File: src/rtl/irq_route_pkg.sv
package irq_route_pkg;

  parameter int VEC_W   = 8;
  parameter int DEST_W  = 8;
  parameter int PHYS_W  = 4;
  parameter int HALF_W  = 32;

  // lower-half field positions (decoded by software, so fixed)
  localparam int POS_MASK  = 16;
  localparam int POS_TRIG  = 15;
  localparam int POS_RIRR  = 14;
  localparam int POS_POL   = 13;
  localparam int POS_DSTAT = 12;
  localparam int POS_DMODE = 11;
  // upper-half destination offset (bits 63:56 of the word)
  localparam int POS_DEST  = HALF_W - DEST_W;

  typedef struct packed {
    logic              mask;
    logic              trig;   // 1 level, 0 edge
    logic              pol;    // 1 active-low
    logic              dmode;  // 1 logical
    logic [VEC_W-1:0]  vec;
    logic [DEST_W-1:0] dest;
  } cfg_t;

  typedef struct packed {
    logic [VEC_W-1:0]  vec;
    logic [DEST_W-1:0] dest;
    logic              logical;
    logic              level;
  } payload_t;

  function automatic logic [DEST_W-1:0] route_dest(input logic dmode,
                                                   input logic [DEST_W-1:0] field);
    logic [DEST_W-1:0] r;
    r = field;
    if (!dmode) r = {{(DEST_W-PHYS_W){1'b0}}, field[PHYS_W-1:0]};
    return r;
  endfunction

  function automatic logic [HALF_W-1:0] pack_lo(input cfg_t c, input logic dstat,
                                               input logic rirr);
    logic [HALF_W-1:0] w;
    w = '0;
    w[VEC_W-1:0] = c.vec;
    w[POS_DMODE] = c.dmode;
    w[POS_DSTAT] = dstat;
    w[POS_POL]   = c.pol;
    w[POS_RIRR]  = rirr;
    w[POS_TRIG]  = c.trig;
    w[POS_MASK]  = c.mask;
    return w;
  endfunction

  function automatic logic [HALF_W-1:0] pack_hi(input cfg_t c);
    logic [HALF_W-1:0] w;
    w = '0;
    w[HALF_W-1:POS_DEST] = c.dest;
    return w;
  endfunction

endpackage

File: src/rtl/irq_pin_sync.sv
module irq_pin_sync #(
  parameter int STAGES = 2
) (
  input  logic clk,
  input  logic rst_n,
  input  logic pin_raw,
  input  logic pol,
  output logic active,
  output logic edge_evt
);
  logic [STAGES-1:0] chain;
  logic              prev_q;

  generate
    if (STAGES > 1) begin : g_multi
      always_ff @(posedge clk or negedge rst_n)
        if (!rst_n) chain <= '0;
        else        chain <= {chain[STAGES-2:0], pin_raw};
    end else begin : g_single
      always_ff @(posedge clk or negedge rst_n)
        if (!rst_n) chain <= '0;
        else        chain <= pin_raw;
    end
  endgenerate

  assign active = chain[STAGES-1] ^ pol;

  always_ff @(posedge clk or negedge rst_n)
    if (!rst_n) prev_q <= 1'b0;
    else        prev_q <= active;

  assign edge_evt = active & ~prev_q;
endmodule

File: src/rtl/irq_entry_regs.sv
module irq_entry_regs
  import irq_route_pkg::*;
(
  input  logic              clk,
  input  logic              rst_n,
  input  logic              wr_lo_en,
  input  logic              wr_hi_en,
  input  logic [HALF_W-1:0] wr_data,
  input  logic              dstat,
  input  logic              rirr,
  output cfg_t              cfg,
  output logic [HALF_W-1:0] rd_lo,
  output logic [HALF_W-1:0] rd_hi
);
  cfg_t cfg_q;
  logic unused_wr_bits;

  always_ff @(posedge clk or negedge rst_n) begin
    if (!rst_n) begin
      cfg_q      <= '0;
      cfg_q.mask <= 1'b1;
    end else begin
      if (wr_lo_en) begin
        cfg_q.vec   <= wr_data[VEC_W-1:0];
        cfg_q.dmode <= wr_data[POS_DMODE];
        cfg_q.pol   <= wr_data[POS_POL];
        cfg_q.trig  <= wr_data[POS_TRIG];
        cfg_q.mask  <= wr_data[POS_MASK];
      end
      if (wr_hi_en)
        cfg_q.dest <= wr_data[HALF_W-1:POS_DEST];
    end
  end

  assign unused_wr_bits = ^wr_data;
  assign cfg   = cfg_q;
  assign rd_lo = pack_lo(cfg_q, dstat, rirr);
  assign rd_hi = pack_hi(cfg_q);
endmodule

File: src/rtl/irq_deliver_ctl.sv
module irq_deliver_ctl
  import irq_route_pkg::*;
(
  input  logic             clk,
  input  logic             rst_n,
  input  cfg_t             cfg,
  input  logic             active,
  input  logic             edge_evt,
  input  logic             req_accept,
  input  logic             eoi_valid,
  input  logic [VEC_W-1:0] eoi_vector,
  output logic             pend_q,
  output logic             rirr_q,
  output payload_t         pay_q,
  output logic             accept_fire,
  output logic             eoi_hit
);
  logic issue_edge, issue_level, issue, load;

  assign accept_fire = pend_q & req_accept;
  assign eoi_hit     = eoi_valid & (eoi_vector == cfg.vec);

  assign issue_edge  = ~cfg.trig & edge_evt & ~cfg.mask;
  assign issue_level = cfg.trig & active & ~cfg.mask & ~rirr_q & ~pend_q;
  assign issue       = issue_edge | issue_level;
  // a new request is captured only into an empty or draining slot
  assign load        = issue & (~pend_q | accept_fire);

  always_ff @(posedge clk or negedge rst_n) begin
    if (!rst_n) begin
      pend_q <= 1'b0;
      pay_q  <= '0;
    end else begin
      if (load) begin
        pend_q        <= 1'b1;
        pay_q.vec     <= cfg.vec;
        pay_q.dest    <= route_dest(cfg.dmode, cfg.dest);
        pay_q.logical <= cfg.dmode;
        pay_q.level   <= cfg.trig;
      end else if (accept_fire) begin
        pend_q <= 1'b0;
      end
    end
  end

  // acceptance of a level request outranks a coincident EOI
  always_ff @(posedge clk or negedge rst_n) begin
    if (!rst_n)                          rirr_q <= 1'b0;
    else if (accept_fire && pay_q.level) rirr_q <= 1'b1;
    else if (eoi_hit)                    rirr_q <= 1'b0;
  end
endmodule

File: src/rtl/irq_route_entry.sv
module irq_route_entry
  import irq_route_pkg::*;
#(
  parameter int SYNC_STAGES = 2
) (
  input  logic              clk,
  input  logic              rst_n,
  input  logic              pin_raw,
  input  logic              wr_lo_en,
  input  logic              wr_hi_en,
  input  logic [HALF_W-1:0] wr_data,
  output logic [HALF_W-1:0] rd_lo,
  output logic [HALF_W-1:0] rd_hi,
  output logic              req_valid,
  input  logic              req_accept,
  output logic [VEC_W-1:0]  req_vector,
  output logic [DEST_W-1:0] req_dest,
  output logic              req_logical,
  output logic              req_level,
  input  logic              eoi_valid,
  input  logic [VEC_W-1:0]  eoi_vector
);
  cfg_t     cfg;
  payload_t pay_q;
  logic     active, edge_evt;
  logic     pend_q, rirr_q, accept_fire, eoi_hit, mask_q;

  irq_pin_sync #(.STAGES(SYNC_STAGES)) u_sync (
    .clk(clk), .rst_n(rst_n), .pin_raw(pin_raw), .pol(cfg.pol),
    .active(active), .edge_evt(edge_evt)
  );

  irq_entry_regs u_regs (
    .clk(clk), .rst_n(rst_n), .wr_lo_en(wr_lo_en), .wr_hi_en(wr_hi_en),
    .wr_data(wr_data), .dstat(pend_q), .rirr(rirr_q), .cfg(cfg),
    .rd_lo(rd_lo), .rd_hi(rd_hi)
  );

  irq_deliver_ctl u_ctl (
    .clk(clk), .rst_n(rst_n), .cfg(cfg), .active(active), .edge_evt(edge_evt),
    .req_accept(req_accept), .eoi_valid(eoi_valid), .eoi_vector(eoi_vector),
    .pend_q(pend_q), .rirr_q(rirr_q), .pay_q(pay_q),
    .accept_fire(accept_fire), .eoi_hit(eoi_hit)
  );

  assign mask_q      = cfg.mask;
  assign req_valid   = pend_q;
  assign req_vector  = pay_q.vec;
  assign req_dest    = pay_q.dest;
  assign req_logical = pay_q.logical;
  assign req_level   = pay_q.level;
endmodule

File: config.mk
export PLATFORM = sky130hd
export DESIGN_NAME = irq_route_entry
export DESIGN_NICKNAME = d
export VERILOG_FILES = /design/src/rtl/irq_route_pkg.sv /design/src/rtl/irq_pin_sync.sv /design/src/rtl/irq_entry_regs.sv /design/src/rtl/irq_deliver_ctl.sv /design/src/rtl/irq_route_entry.sv
export SDC_FILE = /design/constraint.sdc
export NUM_CORES = 1
export LEC_CHECK = 0
export BUFFER_PORTS_ARGS = -buffer_cell sky130_fd_sc_hd__buf_4
export CORE_MARGIN = 4
export CORE_UTILIZATION = 48
export CTS_CLUSTER_SIZE = 14
export DETAILED_ROUTE_END_ITERATION = 6
export PLACE_DENSITY = 0.86
export SLEW_MARGIN = 15
export SYNTH_ARGS = -nofsm -noshare
export SYNTH_HDL_FRONTEND = slang
export SYNTH_HIERARCHICAL = 1
export SYNTH_SLANG_ARGS = --single-unit
File: constraint.sdc
create_clock -name clk -period 3.3 [get_ports clk]
set_input_delay 0.66 -clock clk [delete_from_list [all_inputs] [get_ports clk]]
set_output_delay 0.66 -clock clk [all_outputs]
set_load 0.005 [all_outputs]
# ---- After elaboration in Yosys (flattened, before gate mapping)
# Index checks and enable logic that the tools add are counted.
dict set report word_totals {
  ff_bits 43
  inputBits 47
  output_inout_bits 83
}
dict set report op_classes {
  eq_ne 1
  muxes 5
  n_bitwise 18
  n_reduce_logical 3
}
# op count
set op_table {}
lappend op_table {{$and 1x1->1} 10}
lappend op_table {{$eq 8x8->1} 1}
lappend op_table {{$mux 8} 1}
lappend op_table {{$not 1->1} 5}
lappend op_table {{$mux 1} 4}
lappend op_table {{$reduce_bool 2->1} 2}
lappend op_table {{$or 1x1->1} 2}
lappend op_table {{$logic_and 1x1->1} 1}
lappend op_table {{$xor 1x1->1} 1}

# ---- Depth between registers and ports, before layout
# Gate-level depths: netlist of the first run.
dict set report depth {
  word_depth 8
  depth_mapped 7
  ltp_nobuf 6
}

# ---- Hierarchy
# Netlist of the first run, hierarchy kept.
# mod n_inst cells_each area_per_inst_um2
set modules_own_cells {}
lappend modules_own_cells {irq_entry_regs 1 107 1271.2}
lappend modules_own_cells {irq_deliver_ctl 1 70 943.4}
lappend modules_own_cells {irq_pin_sync 1 5 92.6}

# ---- Worst setup path before layout of the first run
# No wires, ideal clock.
dict set report synth_timing {
  path_kind {flip-flop to flip-flop}
  startpoint {register, netlist name u_regs/cfg[17]}
  endpoint {register, netlist name u_ctl/pay_q[13]}
  setup_ps 125
  t_arrival_ps 1579
  required_time_ps 3175
  slack_ps 1595
  stages_incl_launch_ff 7
  path_buffers 1
  path_cell_list {dfrtp_1 -> xor2_1 -> and2b_2 -> nor2b_1 -> o211ai_4 -> buf_6 -> mux2_4}
}
dict set report synth_between {
  elab_cells_between_ends 10
}
# item line_no
set synth_lines {}
lappend synth_lines {{$xor 1x1->1} irq_pin_sync.sv:26} ;# assign active = chain[STAGES-1] ^ pol;
lappend synth_lines {{via active} irq_route_entry.sv:25} ;# logic active, edge_evt;
lappend synth_lines {{$and 1x1->1} irq_pin_sync.sv:32} ;# assign edge_evt = active & ~prev_q;
lappend synth_lines {{via edge_evt} irq_route_entry.sv:25}
lappend synth_lines {{$and 1x1->1 (2 in a row)} irq_deliver_ctl.sv:23} ;# assign issue_edge = ~cfg.trig & edge_evt & ~cfg.mask;
lappend synth_lines {{$or 1x1->1} irq_deliver_ctl.sv:25} ;# assign issue = issue_edge | issue_level;
lappend synth_lines {{$and 1x1->1} irq_deliver_ctl.sv:27} ;# assign load = issue & (~pend_q | accept_fire);
# The timed path passes the listed nets, and every way through them passes these cells.
# A chain may end at the register's enable or synchronous reset.

# ---- Worst setup path in the final report of the first run
dict set report layout_timing {
  startpoint {register, netlist name u_regs/cfg[17]}
  endpoint {register, netlist name u_ctl/pay_q[12]}
}
dict set report layout_between {
  elab_cells_between_ends 10
}
# item line_no
set layout_lines {}
lappend layout_lines {{$xor 1x1->1} irq_pin_sync.sv:26}
lappend layout_lines {{via active} irq_route_entry.sv:25}
lappend layout_lines {{$and 1x1->1} irq_pin_sync.sv:32}
lappend layout_lines {{via edge_evt} irq_route_entry.sv:25}
lappend layout_lines {{$and 1x1->1 (2 in a row)} irq_deliver_ctl.sv:23}
lappend layout_lines {{$or 1x1->1} irq_deliver_ctl.sv:25}
lappend layout_lines {{$and 1x1->1} irq_deliver_ctl.sv:27}
# The timed path passes the listed nets, and every way through them passes these cells.

==> summary.md, run 1 <==
| Metric | Value |
|---|---|
| Reg clk slew, reported paths | 80 ps |
| Normalized max-slew margin | 44.7% |
| Critical path data arrival time | 2330 ps |
| Top cell type's share of synthesized area | 45.6% |
| Clock group share of total power | 24.0% |
| Endpoints failing hold | 0 |
| Root Buffer | clkbuf_8 |
| First-pass GRT wire length | 6.98 mm |
| Placed wire-length estimate | 3.31 mm |
| Unrepaired setup endpoints after global routing | no |
| Mapped Area | 2310 µm² |
| Aggregate global routing overflow | 0 |
| Cell taking the most area after synthesis | dfrtp_1 |
| Commonest cells after routing, fill and taps aside | buf_4 (75), dfrtp_1 (42), conb_1 (42) |
| WHS | 346 ps |
| Share of cells above drive strength 1 | 50.2% |
| Routed len/inst | 15.0 µm |
| Detail Route Antenna Nets | 0 |
| GR Util met1 | 17.7% |
| Row count | 24 |
| Via Count | 1321 |
| Worst skew pair latency | 290 ps |
| Power per cell area | 623 nW/µm² |
| Total GRT Usage | 14.7% |
| Status | finished, final reports clean |
| Most common cell after layout, fill and taps aside | buf_4 |
| Setup crit end kind | flip-flop |
| Largest net degree at the start of global routing | 44 |
| Min Tclk post-route | 2150 ps |
| Die area | 5980 µm² |
| # diodes | 0 |
| Die Wd | 77.3 µm |
| Worst VDD drop | 0.357 mV |
| Ranking of synthesized cells by area | dfrtp_1 (46%), buf_4 (21%), mux2_4 (14%), mux2_2 (5.9%), xnor2_1 (2.3%) |
| Die Y | 77.3 µm |
| Power share of the combinational group | 30.4% |
| Net switching power | 443 µW |
| DRT Pass-1 Iters | 4 |
| Vias in the first global route | 1430 |
| CTS Sinks | 43 |
| Clk_skew | 6.00 ps |
| Slew Limit Fails | 0 |
| Critical Path Start Type | flip-flop |
| WL final | 4.34 mm |
| Sequential share of the synthesized area | 46.7% |
| Setup TNS Final | 0 ps |
| H-tree depth | 2 |
| WP data required | 3470 ps |
| Met3 usage | 6.02% |
| CTS buffer count | 5 |
| Reg power frac | 45.7% |
| Initial antenna violation count | 0 |
| Syn. warnings | 6 |
| Starting Density | 51.2% |
| Crit path kind | flip-flop to flip-flop |
| Grt met2 use | 24.5% |
| Pleak | 0.00139 µW |
| Iter 0 DRT Violations | 28 |
| # IOs | 130 |
| Number of synthesized register bits | 43 |
| Post-CTS Hold Buffers | 0 |
| Fmax | 0.464 GHz |
| Fin nets | 284 |
| Avg Inst Size Synth | 12.7 µm² |
| Slew @ Worst Pin | 826 ps |
| TritonCTS clock tree | done |
| Final Cycle Share | 65.3% |
| Area Growth Syn to Fin | 15.9% |
| Core region area | 4500 µm² |
| GP Congestion | 0.707 |
| Drt via density | 4.57 |
| Worst min path class | primary input to asynchronous set/reset pin |
| Final setup viols | 0 |
| Cell internal pwr | 1220 µW |
| Setup repair bufs after CTS | 0 |
| Crit path max fanout | 22 |
| Final cell count without fillers | 289 |
| CTS Buffer Depth | 2 |
| Dpl cells | 282 |
| Fillers | 366 |
| Buffers on Ports | 75 |
| Post-Syn Instances | 182 |
| Switching share of power | 26.6% |
| Detailed-route DRC error count | 0 |
| Number of max-cap violations | 0 |
| Synth cell types | 24 |
| Post-layout util | 59.4% |
| Post_cts resized | 0 |
| GR peak layer | met2 |
[cell families after synthesis]
group / count (synthesis) / synth area share (%)
multiplexers: 33 / 19.5
flip-flops: 43 / 46.7
XOR/XNOR: 9 / 3.42
AND/OR/NAND/NOR: 18 / 4.45
other: 1 / 0.163
buffers and inverters: 70 / 22.9
AO/OA/AOI/OAI: 8 / 2.82
[cells in the mapped netlist]
| master | instances |
|---|---|
| xnor2_1 | 6 |
| a32o_1 | 1 |
| conb_1 | 1 |
| buf_4 | 65 |
| nand3_1 | 1 |
| mux2_2 | 12 |
| dfstp_2 | 1 |
| nand2b_1 | 1 |
| mux2_4 | 21 |
| nand2_1 | 9 |
| and4bb_4 | 1 |
| nor3b_1 | 1 |
| o2bb2ai_1 | 1 |
| inv_1 | 2 |
| nor2b_1 | 1 |
| nor4_1 | 1 |
| o211ai_4 | 1 |
| and2b_2 | 1 |
| and2_1 | 1 |
| xor2_1 | 3 |
| dfrtp_1 | 42 |
| buf_6 | 3 |
| nand4_1 | 1 |
| o21ai_0 | 5 |
[routing by layer]
metal	part of all wire, %	wire length, µm
met2	50	2170
met1	39	1710
met5	0	0
met3	9.6	414
met4	0.92	40
[flip-flops by register name (all words and copies together) (netlist names)]
name           cells
u_ctl/pay_q       18
u_ctl/pend_q       1
u_ctl/rirr_q       1
u_regs/cfg        20
u_sync/chain       2
u_sync/prev_q      1
[worst max-delay path, cell delays in order, from the launching register on]
cell	delay [ps]
dfrtp_1	410
xor2_1	200
and2b_2	200
nor2b_1	150
o211ai_4	660
mux2_2	410
[path summary, 6_finish.rpt]
path                       depth (start not counted)                       start  slack [ps]                     endpoint
max                                                5  u_regs/cfg[17]$_DFFE_PN0P_        1150  u_ctl/pay_q[12]$_DFFE_PN0P_
min                                                1                       rst_n         350   u_ctl/pay_q[4]$_DFFE_PN0P_
max reg2reg                                        5  u_regs/cfg[17]$_DFFE_PN0P_        1150  u_ctl/pay_q[12]$_DFFE_PN0P_
min reg2reg                                        0   u_sync/chain[0]$_DFF_PN0_         360    u_sync/chain[1]$_DFF_PN0_
max in group asynchronous                          1                       rst_n        2580   u_regs/cfg[19]$_DFFE_PN1P_
min in group clk                                   0   u_sync/chain[0]$_DFF_PN0_         360    u_sync/chain[1]$_DFF_PN0_
[cell type report]
type	count	area, µm²	share of cell area, %
Clock buffer	5	68.8	2.57
Clock inverter	2	37.5	1.40
Inverter	2	7.51	0.281
Multi-Input combinational cell	110	855	32.0
Sequential cell	43	1080	40.3
Tap cell	52	65.1	2.43
Timing Repair Buffer	75	563	21.1
[power groups by stage]
stage                     combinational (µW)  clock, µW  sequential [µW]
after floorplan                          298          0              758
final                                    506        399              760
after global placement                   498          0              759
after global routing                     547        431              782
after detailed placement                 514          0              767
after CTS                                513        410              763
[stage by stage]
| stage | setup slack, ps | total power, µW | cell area (µm²) |
|---|---|---|---|
| global route | 983 | 1760 | 2670 |
| finish | 1150 | 1660 | 2670 |
| floorplan | 1600 | 1060 | 2460 |
| global placement | 1150 | 1260 | 2570 |
| CTS | 1110 | 1690 | 2670 |
| detailed placement | 1130 | 1280 | 2570 |
(Power assumes the default switching activity.)
==> run 2: changes to the inputs <==
Settings changed: CORE_UTILIZATION 48 to 40, PLACE_DENSITY 0.86 to 0.76.
Clock period 3.3 ns to 1.7 ns, I/O delays scaled along.
==> run 2 against run 1 <==
- the flow now finishes with violations (negative setup slack)
- cell area rose by 7.7%
- clock power grew 97%
- wire length increased by 6.0%
- critical endpoint is now u_ctl/pay_q[4]$_DFFE_PN0P_
==> summary.md, run 2 (synthesis results as in run 1) <==
| Metric | Value |
|---|---|
| Status | complete, but fails checks |
| Violated checks | negative setup slack |
| Worst min path class | primary input to asynchronous set/reset pin |
| Crit path kind | flip-flop to flip-flop |
| Final instance area | 2880 µm² (+7.7%) |
| Final Cycle Share | 105% (+40 points) |
| Routed len/inst | 14.4 µm (-4.3%) |
| Fin nets | 294 (+3.5%) |
| Max Used Layer | met4 |
| Fillers | 491 (+34%) |
| WL met3 | 488 µm (+18%) |
| Max reg flops | 20 (unchanged) |
| Switching share of power | 26.6% (-0.030 points) |
| Normalized max-slew margin | 63.9% (+19 points) |
| Crit-path cells | xor2_2, and2b_2, nor2b_4, o211ai_4, buf_12, buf_12, mux2_4 |
| Most common cell after layout, fill and taps aside | buf_4 |
| Critical Path Start Type | flip-flop |
| Setup crit end kind | flip-flop |
| Row count | 27 (+13%) |
| H-tree depth | 2 (unchanged) |
| Total GRT Usage | 13.3% (-1.4 points) |
| Crit path max fanout | 7 (-68%) |
| WL final | 4.60 mm (+6.0%) |
| Fmax | 0.559 GHz (+20%) |
| Buf/Inv on CP | 2 (+2) |
| Dpl cells | 308 (+9.2%) |
| Die area | 7050 µm² (+18%) |
| Worst skew pair latency | 290 ps (about the same) |
| Placed wire-length estimate | 3.45 mm (+4.3%) |
| Worst VDD drop | 0.572 mV (+60%) |
| Setup TNS Final | -936 ps (-936 ps) |
| Reg power frac | 44.1% (-1.6 points) |
| Slew Limit Fails | 0 (unchanged) |
| WP data required | 1880 ps (-1590 ps) |
| GP Congestion | 0.828 (+17%) |
| Vias in the first global route | 1412 (-1.3%) |
| Setup WS pre-CTS | -104 ps (-1230 ps) |
| Root Buffer | clkbuf_8 |
| DRT Pass-1 Iters | 2 (-2) |
| TritonCTS clock tree | done |
| Area Growth Syn to Fin | 24.8% |
| Detail Route Antenna Nets | 0 (unchanged) |
| Detailed-route DRC error count | 0 (unchanged) |
| # IOs | 130 (unchanged) |
| Net switching power | 887 µW (+100%) |
| Crit-path max cell delay | 400 ps (-260 ps) |
| CP delay by family, top | flip-flops |
| Die Y | 83.9 µm (+8.6%) |
| CTS Buffer Depth | 2 (unchanged) |
| Critical path data arrival time | 1970 ps (-360 ps) |
| Slew @ Worst Pin | 541 ps (-285 ps) |
| Routed wl met2 | 2.29 mm (+5.2%) |
| Commonest cells after routing, fill and taps aside | buf_4 (78), dfrtp_1 (42), conb_1 (42) |
| Min Tclk post-route | 1790 ps (-366 ps) |
| Setup WS post-layout | -87.7 ps (-1230 ps) |
| Number of max-cap violations | 0 (unchanged) |
| Share of cells above drive strength 1 | 54.4% (+4.2 points) |
| Largest net degree at the start of global routing | 44 (unchanged) |
| Iter 0 DRT Violations | 23 (-18%) |
| Final cell count without fillers | 320 (+11%) |
| Aggregate global routing overflow | 0 (unchanged) |
| CTS buffer count | 5 (unchanged) |
| Multi-input combinational cell area | 888 µm² (+4.0%) |
| Cell internal pwr | 2450 µW (+100%) |
| Power share of the combinational group | 32.3% (+1.9 points) |
| Placed cell area | 2670 µm² (+4.0%) |
| Reg area | 1080 µm² (unchanged) |
| Reg clk slew, reported paths | 90 ps (about the same) |
| Initial antenna violation count | 0 (unchanged) |
| Unrepaired setup endpoints after global routing | yes |
| # diodes | 0 (unchanged) |
| Power per cell area | 1160 nW/µm² (+86%) |
| Core region area | 5540 µm² (+23%) |
| Pleak | 0.00148 µW (+6.8%) |
| Endpoints failing hold | 0 (unchanged) |
| Via Count | 1340 (+1.4%) |
| Starting Density | 41.6% (-9.6 points) |
| Slowest-stage cell, CP | dfrtp_1 |
| Die Wd | 83.9 µm (+8.6%) |
| Top cell by count, worst path | buf_12 |
| First-pass GRT wire length | 7.37 mm (+5.5%) |
| Clock group share of total power | 23.6% (-0.4 points) |
| Drt via density | 4.19 (-8.4%) |
| CTS Sinks | 43 (unchanged) |
| Clk_skew | 8.42 ps (+2.43 ps) |
| Met1 wire length | 1.78 mm (+4.5%) |
| Buffers on Ports | 75 (unchanged) |
| Final setup viols | 14 (+14) |
| Post-layout util | 52.0% (-7.4 points) |
run 2: metal layers:
metal	GRT usage [%]	up-vias
met4	3.51	0
met5	0	-
li1	-	619
met2	21.6	72
met3	5.73	4
met1	16.0	645
run 2: worst paths after layout:
path                                           start                          end  slack [ps]  cells after the start
max in group asynchronous                      rst_n  u_ctl/pay_q[12]$_DFFE_PN0P_        1290                      1
min                                            rst_n    u_regs/cfg[6]$_DFFE_PN0P_          30                      1
max                        u_sync/chain[1]$_DFF_PN0_   u_ctl/pay_q[4]$_DFFE_PN0P_         -90                      7
min in group clk                             pin_raw    u_sync/chain[0]$_DFF_PN0_         150                      1
max reg2reg                u_sync/chain[1]$_DFF_PN0_   u_ctl/pay_q[4]$_DFFE_PN0P_         -90                      7
min reg2reg                u_sync/chain[0]$_DFF_PN0_    u_sync/chain[1]$_DFF_PN0_         360                      0
run 2: per-stage QoR:
| step | hold slack, ps | total power [µW] |
|---|---|---|
| final | 27.4 | 3340 |
| after global routing | 62.8 | 3550 |
| after CTS | 45.9 | 3370 |
| after detailed placement | 342 | 2520 |
| after global placement | 333 | 2480 |
| after floorplan | 44.4 | 2050 |
run 2: repair_timing:
action,CTS,global route
pin swaps,1,0
setup buffers,3,1
gates resized for setup,5,9
cloned,1,0
endpoints found under the setup margin,16,18
hold buffers,0,0
run 2: area by class of cell:
type	instances	share of cell area, %
Inverter	2	0.261
Tap cell	72	3.13
Multi-Input combinational cell	110	30.8
Clock inverter	2	1.30
Sequential cell	43	37.4
Clock buffer	6	2.52
Timing Repair Buffer	85	24.5
run 2: power by group through the flow:
| stage | Sequential, µW | Combinational [µW] | Clock (µW) |
|---|---|---|---|
| final | 1470 | 1080 | 787 |
| after global routing | 1520 | 1170 | 863 |
| after CTS | 1470 | 1080 | 815 |
| after detailed placement | 1480 | 1030 | 0 |
| after global placement | 1470 | 1000 | 0 |
| after floorplan | 1470 | 582 | 0 |
==> run 3: changes to the inputs <==
Settings changed: CORE_UTILIZATION 40 to 23, PLACE_DENSITY 0.76 to 0.49, RECOVER_POWER set to 100.
==> run 3 against run 2 <==
- sequential share of layout area increased by 0.28 points
- first-iteration DRC count decreased by 4.3%
- sequential cell count unchanged
- worst setup slack improved by 7.3 ps
- non-clock buffer count increased by 1
- hold slack improved by 140 ps
- core utilization decreased by 23 points
- fmax increased by 0.41%
- combinational power decreased by 11%
- the run still ends with negative setup slack left
- register-to-register slack about the same
==> summary.md, run 3 (synthesis results as in run 1) <==
| Metric | Value |
|---|---|
| Normalized max-slew margin | 24.7% (-39 points) |
| Final setup viols | 13 (-1) |
| Root Buffer | clkbuf_8 |
| Fmax | 0.562 GHz (+0.41%) |
| CTS Sinks | 43 (unchanged) |
| # diodes | 0 (unchanged) |
| # IOs | 130 (unchanged) |
| Setup TNS Final | -891 ps (+45.1 ps) |
| Crit-path max cell delay | 400 ps (about the same) |
| Worst skew pair latency | 300 ps (about the same) |
| Total power | 3230 µW (-3.1%) |
| Violated checks | negative setup slack |
| Reg-to-reg slack, setup | -80 ps (about the same) |
| First-pass GRT wire length | 7.28 mm (-1.2%) |
| Unrepaired setup endpoints after global routing | yes |
| DRT Pass-1 Iters | 3 (+1) |
| Fin nets | 295 (+0.34%) |
| Buffers on Ports | 75 (unchanged) |
| Pleak | 0.00139 µW (-6.0%) |
| Crit-path cells | xor2_2, and2b_2, nor2b_4, o211ai_4, buf_12, buf_12, mux2_4 |
| Largest net degree at the start of global routing | 44 (unchanged) |
| Area Growth Syn to Fin | 23.9% |
| Worst reg2reg path depth | 7 (unchanged) |
| CTS buffer count | 5 (unchanged) |
| Core region area | 9770 µm² (+76%) |
| CP delay by family, top | flip-flops |
| Net switching power | 889 µW (+0.25%) |
| Setup WS post-layout | -80.4 ps (+7.31 ps) |
| Commonest cells after routing, fill and taps aside | dfrtp_1 (42), conb_1 (42), buf_4 (37) |
| Detailed-route DRC error count | 0 (unchanged) |
| Endpoints failing hold | 0 (unchanged) |
| Clock group share of total power | 24.9% (+1.3 points) |
| Final Cycle Share | 105% (-0.43 points) |
| H-tree depth | 2 (unchanged) |
| Reg power frac | 45.4% (+1.3 points) |
| Multi-input combinational cell area | 851 µm² (-4.2%) |
| RR Endpoint | u_ctl/pay_q[15]$_DFFE_PN0P_ |
| Top cell by count, worst path | buf_12 |
| Die Y | 108 µm (+29%) |
| Slew @ Worst Pin | 1130 ps (+588 ps) |
| Setup crit end kind | flip-flop |
| Routed len/inst | 12.7 µm (-12%) |
| Share of cells above drive strength 1 | 45.2% (-9.3 points) |
| Setup WS pre-CTS | -81.8 ps (+22.0 ps) |
| Min Tclk post-route | 1780 ps (-7.31 ps) |
| Die Wd | 108 µm (+29%) |
| Critical Path Start Type | flip-flop |
| Power share of the combinational group | 29.7% (-2.6 points) |
| Status | complete, but fails checks |
| Placed wire-length estimate | 3.51 mm (+1.7%) |
| Iter 0 DRT Violations | 22 (-4.3%) |
| Slew Limit Fails | 0 (unchanged) |
| Detail Route Antenna Nets | 0 (unchanged) |
| Critical path data arrival time | 1960 ps (about the same) |
| Vias in the first global route | 1299 (-8.0%) |
| Reg area | 1080 µm² (unchanged) |
| Power per cell area | 1130 nW/µm² (-2.4%) |
| Post-CTS Hold Buffers | 0 (unchanged) |
| CTS Buffer Depth | 2 (unchanged) |
| Initial antenna violation count | 0 (unchanged) |
| Clk_skew | 11.2 ps (+2.80 ps) |
| Worst min path class | primary input to flip-flop |
| Starting Density | 23.6% (-18 points) |
| Crit path kind | flip-flop to flip-flop |
| WHS Path Cells | 1 |
| Hold endpoint | u_sync/chain[0]$_DFF_PN0_ |
| Reg clk slew, reported paths | 90 ps (about the same) |
| Crit path max fanout | 6 (-1) |
| Number of max-cap violations | 0 (unchanged) |
| Row count | 36 (+33%) |
| Die area | 11700 µm² (+66%) |
| Drt via density | 3.52 (-16%) |
| Aggregate global routing overflow | 0 (unchanged) |
| WL final | 4.83 mm (+5.1%) |
| TritonCTS clock tree | done |
| Worst VDD drop | 0.525 mV (-8.2%) |
| Switching share of power | 27.5% (+0.92 points) |
| WHS | 170 ps (+142 ps) |
| Final instance area | 2860 µm² (-0.74%) |
| Reg2reg start | u_sync/chain[1]$_DFF_PN0_ |
| Max reg flops | 20 (unchanged) |
| Slowest-stage cell, CP | dfrtp_1 |
| GP Congestion | 0.685 (-17%) |
| Cell internal pwr | 2350 µW (-4.3%) |
| Placed cell area | 2740 µm² (+2.7%) |
| Fillers | 1017 (+110%) |
| WP data required | 1880 ps (about the same) |
| Buf/Inv on CP | 2 (unchanged) |
| Hold_sp | pin_raw |
| Via Count | 1341 (+0.075%) |
| Total GRT Usage | 8.25% (-5.0 points) |
## run 3: worst reg2reg max path, cell delays in order, from the launching register on
cell,delay (ps)
dfrtp_1,400
xor2_2,190
and2b_2,200
nor2b_4,130
o211ai_4,180
buf_12,150
buf_12,130
mux2_4,290
## run 3: per-stage QoR
stage          util, %  instances
4_1_cts           30.0        381
5_1_grt           29.2        381
3_3_place_gp      28.0        370
6_report          29.2        381
3_5_place_dp      28.0        370
2_1_floorplan        -        223
## run 3: power groups by stage
| stage | Sequential, µW | Clock, µW | Combinational, µW |
|---|---|---|---|
| floorplan | 1470 | 0 | 582 |
| global placement | 1480 | 0 | 1030 |
| detailed placement | 1490 | 0 | 1020 |
| CTS | 1490 | 853 | 1060 |
| global route | 1510 | 881 | 1060 |
| finish | 1470 | 806 | 959 |
## run 3: how the worst max path moves through the flow
stage | depth (start not counted) | endpoint | slack (ps) | start
2_1_floorplan | 6 | u_ctl/pay_q[13]$_DFFE_PN0P_ | 10 | u_regs/cfg[17]$_DFFE_PN0P_
3_3_place_gp | 6 | u_ctl/pay_q[17]$_DFFE_PN0P_ | -80 | u_regs/cfg[17]$_DFFE_PN0P_
3_5_place_dp | 6 | u_ctl/pay_q[1]$_DFFE_PN0P_ | -80 | u_regs/cfg[17]$_DFFE_PN0P_
4_1_cts | 7 | u_ctl/pay_q[1]$_DFFE_PN0P_ | -90 | u_sync/chain[1]$_DFF_PN0_
5_1_grt | 7 | u_ctl/pay_q[17]$_DFFE_PN0P_ | -140 | u_sync/chain[1]$_DFF_PN0_
6_report | 7 | u_ctl/pay_q[15]$_DFFE_PN0P_ | -80 | u_sync/chain[1]$_DFF_PN0_
## run 3: layout make-up
class / instances / share of cell area (%)
clock buffer: 5 / 2.41
clock inverter: 2 / 1.31
inverter: 2 / 0.263
multi-input combinational: 110 / 29.8
sequential: 43 / 37.7
tap: 133 / 5.82
timing repair buffer: 86 / 22.8
## run 3: per-layer routing
layer | up-vias | track usage, % | routed length, µm
met2 | 78 | 11.8 | 2100
met5 | - | 0 | 0
met1 | 636 | 11.0 | 2090
li1 | 622 | - | -
met4 | 0 | 2.16 | 53
met3 | 5 | 4.18 | 587
## run 3: repair_timing
item | CTS | global route
gates resized for setup | 6 | 2
hold endpoints to repair | 0 | 0
gates cloned | 1 | 0
buffers inserted | 3 | 0
setup endpoints to repair | 17 | 17
pin swaps | 1 | 0
